<file path="src/rtl/touch_conv_seq.sv">
module touch_conv_seq #(
  parameter int CONV_CYCLES = 1000
) (
  input  logic        clk,
  input  logic        rst_n,
  input  logic [3:0]  next_func,
  input  logic        next_prec,
  input  logic        sense_wr,
  input  logic        sense_val,
  input  logic        host_mode,
  input  logic        pen,
  input  logic        hdr_flag,
  input  logic [1:0]  pin_sel,
  input  logic        rd_stb,
  input  logic [2:0]  rd_reg,
  input  logic [15:0] sample_in,
  output logic        busy,
  output logic [15:0] func_status,
  output logic [15:0] dav,
  output logic        pend_flag,
  output logic        irq,
  output logic [11:0] result
);
  localparam int CW = $clog2(CONV_CYCLES + 1);
  localparam logic [CW-1:0] LAST = CW'(CONV_CYCLES - 1);

  logic          enabled, prec_q, act_v;
  logic [3:0]    act_f;
  logic [CW-1:0] cnt;
  logic          en_w, auto_off, eligible, en_eff, start, cancel, done;
  logic [15:0]   clr_mask, set_mask;

  function automatic logic [15:0] done_mask(input logic [3:0] f);
    case (f)
      4'd0:    done_mask = 16'hF000;
      4'd1:    done_mask = 16'hC000;
      4'd2:    done_mask = 16'h8000;
      4'd3:    done_mask = 16'h4000;
      4'd4:    done_mask = 16'h3000;
      4'd5:    done_mask = 16'h0800;
      4'd6:    done_mask = 16'h0400;
      4'd7:    done_mask = 16'h0200;
      4'd8:    done_mask = 16'h0800;
      4'd9:    done_mask = 16'h0040;
      4'd10:   done_mask = 16'h0020;
      4'd11:   done_mask = 16'h0080;
      default: done_mask = 16'h0000;
    endcase
  endfunction

  always_comb begin
    auto_off = 1'b0;
    eligible = 1'b0;
    case (next_func)
      4'd0, 4'd1: begin
        auto_off = !host_mode && (|dav);
        eligible = pen;
      end
      4'd2, 4'd3, 4'd4: begin
        auto_off = pen && (|dav);
        eligible = pen;
      end
      4'd5, 4'd6, 4'd7, 4'd9, 4'd10, 4'd11: begin
        auto_off = |dav;
        eligible = 1'b1;
      end
      4'd8: eligible = 1'b1;
      default: ;
    endcase
  end

  always_comb begin
    case (rd_reg)
      3'd0: clr_mask = 16'h8000;
      3'd1: clr_mask = 16'h4000;
      3'd2: clr_mask = 16'h2000;
      3'd3: clr_mask = 16'h1000;
      3'd4: clr_mask = 16'h0800;
      3'd5: clr_mask = 16'h0400;
      3'd6: clr_mask = 16'h2200;
      default: clr_mask = 16'h00E0;
    endcase
    if (!rd_stb) clr_mask = 16'h0000;
  end

  assign en_w     = sense_wr ? sense_val : enabled;
  assign en_eff   = en_w && !auto_off;
  assign start    = eligible && en_eff && !busy;
  assign cancel   = busy && sense_wr && !sense_val;
  assign done     = busy && (cnt == LAST) && !cancel;
  assign set_mask = done ? done_mask(act_f) : 16'h0000;

  always_ff @(posedge clk) begin
    if (!rst_n) begin
      enabled   <= 1'b0;
      busy      <= 1'b0;
      act_v     <= 1'b0;
      act_f     <= 4'd0;
      prec_q    <= 1'b0;
      pend_flag <= 1'b1;
      cnt       <= '0;
      dav       <= 16'h0000;
    end else begin
      enabled <= en_eff;
      dav     <= (dav & ~clr_mask) | set_mask;
      if (start) begin
        busy      <= 1'b1;
        act_v     <= 1'b1;
        act_f     <= next_func;
        prec_q    <= next_prec;
        pend_flag <= ~hdr_flag;
        cnt       <= '0;
      end else if (cancel || done) begin
        busy  <= 1'b0;
        act_v <= 1'b0;
        cnt   <= '0;
      end else if (busy) begin
        cnt <= cnt + 1'b1;
      end
    end
  end

  assign func_status = act_v ? (16'h0001 << act_f) : 16'h0000;
  assign result      = prec_q ? sample_in[15:4] : {2'b00, sample_in[15:6]};

  always_comb begin
    case (pin_sel)
      2'd0:    irq = !pen && (|dav);
      2'd2:    irq = !pen;
      default: irq = ~|dav;
    endcase
  end
endmodule


</file>
<file path="config.mk">
export PLATFORM = sky130hd
export DESIGN_NAME = touch_conv_seq
export DESIGN_NICKNAME = d
export VERILOG_FILES = /design/src/rtl/touch_conv_seq.sv
export SDC_FILE = /design/constraint.sdc
export NUM_CORES = 1
export LEC_CHECK = 0
export ABC_AREA = 0
export BUFFER_PORTS_ARGS = -buffer_cell sky130_fd_sc_hd__buf_2
export CAP_MARGIN = 15
export CORE_AREA = 2 2 63 89
export DETAILED_ROUTE_END_ITERATION = 8
export DIE_AREA = 0 0 65 91
export PLACE_DENSITY = 0.83
export SYNTH_ARGS = -nofsm -noshare
export SYNTH_HDL_FRONTEND = slang
export SYNTH_SLANG_ARGS = --single-unit
</file>
<file path="constraint.sdc">
create_clock -name clk -period 1.89 [get_ports clk]
set_input_delay 0.189 -clock clk [delete_from_list [all_inputs] [get_ports clk]]
set_output_delay 0.189 -clock clk [all_outputs]
set_load 0.03 [all_outputs]
</file>
==> impl_metrics.py <==
metrics = {
    "placement": {
        "gp_congestion": 0.8502,
        "dpl.hpwl_mm": 3.753,
        "io_buffers": 70,
    },
    "setup_path": {
        "cp_common_cell": "buf_4",
        "path_cells": "or4_4, nor4_4, buf_4, nor2b_4, o31ai_1, buf_4",
        "rr_startpoint": "dav[12]$_SDFF_PN0_",
        "required_ps": 1700,
        "path_max_fanout": 3,
        "endpoint_kind": "output pin",
        "r2r_cells": 5,
        "max_stage_delay_ps": 530,
        "critPathSlowestCell": "or4_4",
        "worstSetupPathType": "reg -> out",
        "start_kind": "flop",
        "ff2ff_setup_slack_ps": -10,
        "worstPathArrival_ps": 1920,
    },
    "detailed_routing": {
        "vias": 2068,
        "ant_nets": 0,
        "routed_wl_mm": 5.271,
        "dr.first_iter.drc_count": 84,
        "wl_per_cell_um": 13.48,
        "first_pass_iters": 4,
        "drc": 0,
        "via_per_inst": 5.289,
    },
    "power_and_ir_drop": {
        "leakage_nw": 1.193,
        "power.net_switching_uw": 523.7,
        "cellPowerDensity_nw_per_um2": 632.3,
        "intPower_mw": 1.213,
        "total_power_mw": 1.737,
        "swShare_pct": 30.16,
        "p_seq_share_pct": 47.6,
        "clkPwrFrac_pct": 30.7,
        "p_comb_share_pct": 21.7,
        "ir_drop_mv": 0.5089,
    },
    "timing": {
        "rsz0062_at_grt": "true",
        "maxClockFrequency_ghz": 0.4743,
        "setup-violations-final": 3,
        "tightest_slew_ps": 842.7,
        "min_period_over_period_pct": 111.6,
        "tns_ps": -224.5,
        "slew_viol_final": 0,
        "hold_viol": 0,
        "fin_skew_ps": 5.644,
        "fin_ws_ps": -218.5,
        "hold_slack_ps": 133.6,
        "max_slew_margin_pct": 43.32,
        "min_period_ps": 2108,
    },
    "finish": {
        "final_core_util_pct": 54.05,
        "mostFrequentLayoutCells": "69 x buf_2, 34 x nand2_1, 31 x dfxtp_1, 23 x nor3_1, 18 x nor2_1",
        "layout_commonest_cell": "buf_2",
        "drive_gt1_share_pct": 38.77,
        "num-nets-final": 359,
        "area_growth_pct": 30.81,
        "antenna_cells": 0,
    },
    "worst_hold_path": {
        "whs_path_depth": 3,
        "min_path_type": "in -> reg",
        "hp-start": "next_prec",
        "min_to": "prec_q$_SDFFE_PN0P_",
    },
    "clock_network": {
        "clk_latency_ps": 290,
        "cts_tree": "yes",
        "cts_buffer_depth": 2,
        "cts_max_level": 2,
        "cts_buffers": 5,
        "cts.sinks": 37,
        "hold_buffers": 0,
        "path_clk_slew_ps": 70,
        "clk_root_buffer_cell": "clkbuf_8",
    },
    "die": {
        "core_um2": 5081,
        "initial_core_util_pct": 41.32,
        "die_area_um2": 5915,
        "num_io_pins": 81,
        "die_x_um": 65,
        "num_rows": 31,
        "die_h_um": 91,
    },
    "logic_synthesis": {
        "synthFlopType": "dfxtp_1",
        "synth_edf_count": 0,
        "yosys_register_bits": 37,
        "ys_warn_count": 0,
        "synth.avg_cell_area_um2": 8.605,
        "syn_inst": 244,
        "ys_types": 50,
        "synth-async-reset-ratio_pct": 0,
        "synth-seq-area-share_pct": 35.28,
        "syn_area_um2": 2100,
    },
    "run": {
        "drv_cap": 0,
    },
    "global_route": {
        "grt_pass1_vias": 2020,
        "grt_pass1_wl_mm": 8.390,
        "overflow": 0,
        "grt_max_degree": 22,
        "grt_usage_pct": 17.59,
        "antenna_found_initial": 0,
    },
    "run_status": {
        "violations": "negative setup slack",
        "status": "finished, violations left",
    },
}
-- critical path, delay by kind of cell, from the launching register on --
family          cells  cell delay [ps]
compound gates      1               60
buf+inv             2              340
flops               1              320
simple gates        3              910
-- timing repair --
| action | 4_1_cts | 5_1_grt |
|---|---|---|
| setup endpoints to repair | 19 | 27 |
| gates resized for setup | 7 | 10 |
| pin swaps | 3 | 4 |
| gates cloned | 0 | 2 |
| setup buffers | 6 | 1 |
-- power groups by stage --
| stage | logic (mW) | clock network (mW) | registers (mW) |
|---|---|---|---|
| finish | 0.376 | 0.533 | 0.827 |
| global route | 0.404 | 0.573 | 0.831 |
| CTS | 0.345 | 0.541 | 0.826 |
| detailed placement | 0.331 | 0 | 0.843 |
| global placement | 0.325 | 0 | 0.842 |
| floorplan | 0.256 | 0 | 0.835 |
-- metrics by stage --
stage	instances	instance area, um2	worst slack [ps]
after global routing	391	2746	-320.9
after global placement	375	2512	-13.72
after floorplan	249	2138	-37.37
final	391	2746	-218.5
after CTS	389	2668	-230.4
after detailed placement	375	2512	-37.46
-- cells in the mapped netlist, types with 2 or more instances --
cell type,count,area share (%)
mux2_2,13,7.0
o311a_1,2,0.95
buf_4,6,2.1
nor3_1,23,5.5
and3b_1,5,2.1
o21ai_0,3,0.71
buf_2,2,0.48
nand3_1,5,1.2
nor2b_1,3,0.89
inv_1,2,0.36
a22oi_1,4,1.4
a21oi_1,7,1.7
mux2i_1,13,6.2
nand4_1,4,1.2
xnor2_1,5,2.1
nand3b_1,3,1.1
dfxtp_1,37,35
buf_1,2,0.36
nand2_1,34,6.1
nand2b_1,9,2.7
and2_1,3,0.89
o221ai_1,2,0.83
nor2_1,18,3.2
or3_1,2,0.60
clkbuf_1,7,1.3
o31ai_1,3,1.1
xor2_1,4,1.7
-- logic make-up after synthesis --
logic type      count (synthesis)  share of synthesized area, %
simple gates                  118                         29.74
flops                          37                         35.28
compound gates                 30                         10.55
mux                            26                         13.17
buf+inv                        22                         6.734
xor+xnor                        9                         3.754
fa+ha+maj                       1                        0.5959
other cells                     1                        0.1786
-- cell type report --
cell class / count / area [um2]
Sequential cell: 37 / 753.2
Multi-Input combinational cell: 191 / 1300
Clock buffer: 6 / 72.57
Fill cell: 468 / 2335
Tap cell: 66 / 82.58
Inverter: 2 / 7.507
Timing Repair Buffer: 87 / 520.5
Clock inverter: 2 / 10.01
-- how the worst max path moves through the flow --
stage                                   from             endpoint  slack, ps  depth (start not counted)
after floorplan            dav[9]$_SDFF_PN0_                 flop        -40                          5
after global placement     dav[9]$_SDFF_PN0_  prec_q$_SDFFE_PN0P_        -10                          5
after detailed placement   dav[9]$_SDFF_PN0_  prec_q$_SDFFE_PN0P_        -40                          5
after CTS                 dav[12]$_SDFF_PN0_                  irq       -230                          6
after global routing      dav[12]$_SDFF_PN0_                  irq       -320                          6
final                     dav[12]$_SDFF_PN0_                  irq       -220                          6
-- metal layers --
| layer | routed length (um) | up-vias | track usage (%) |
|---|---|---|---|
| li1 | - | 1017 | - |
| met1 | 1991 | 950 | 17.62 |
| met2 | 2827 | 87 | 32.47 |
| met3 | 314 | 14 | 3.965 |
| met4 | 138 | 0 | 9.574 |
| met5 | 0 | - | 0 |
Power figures use the tool's default switching activity.
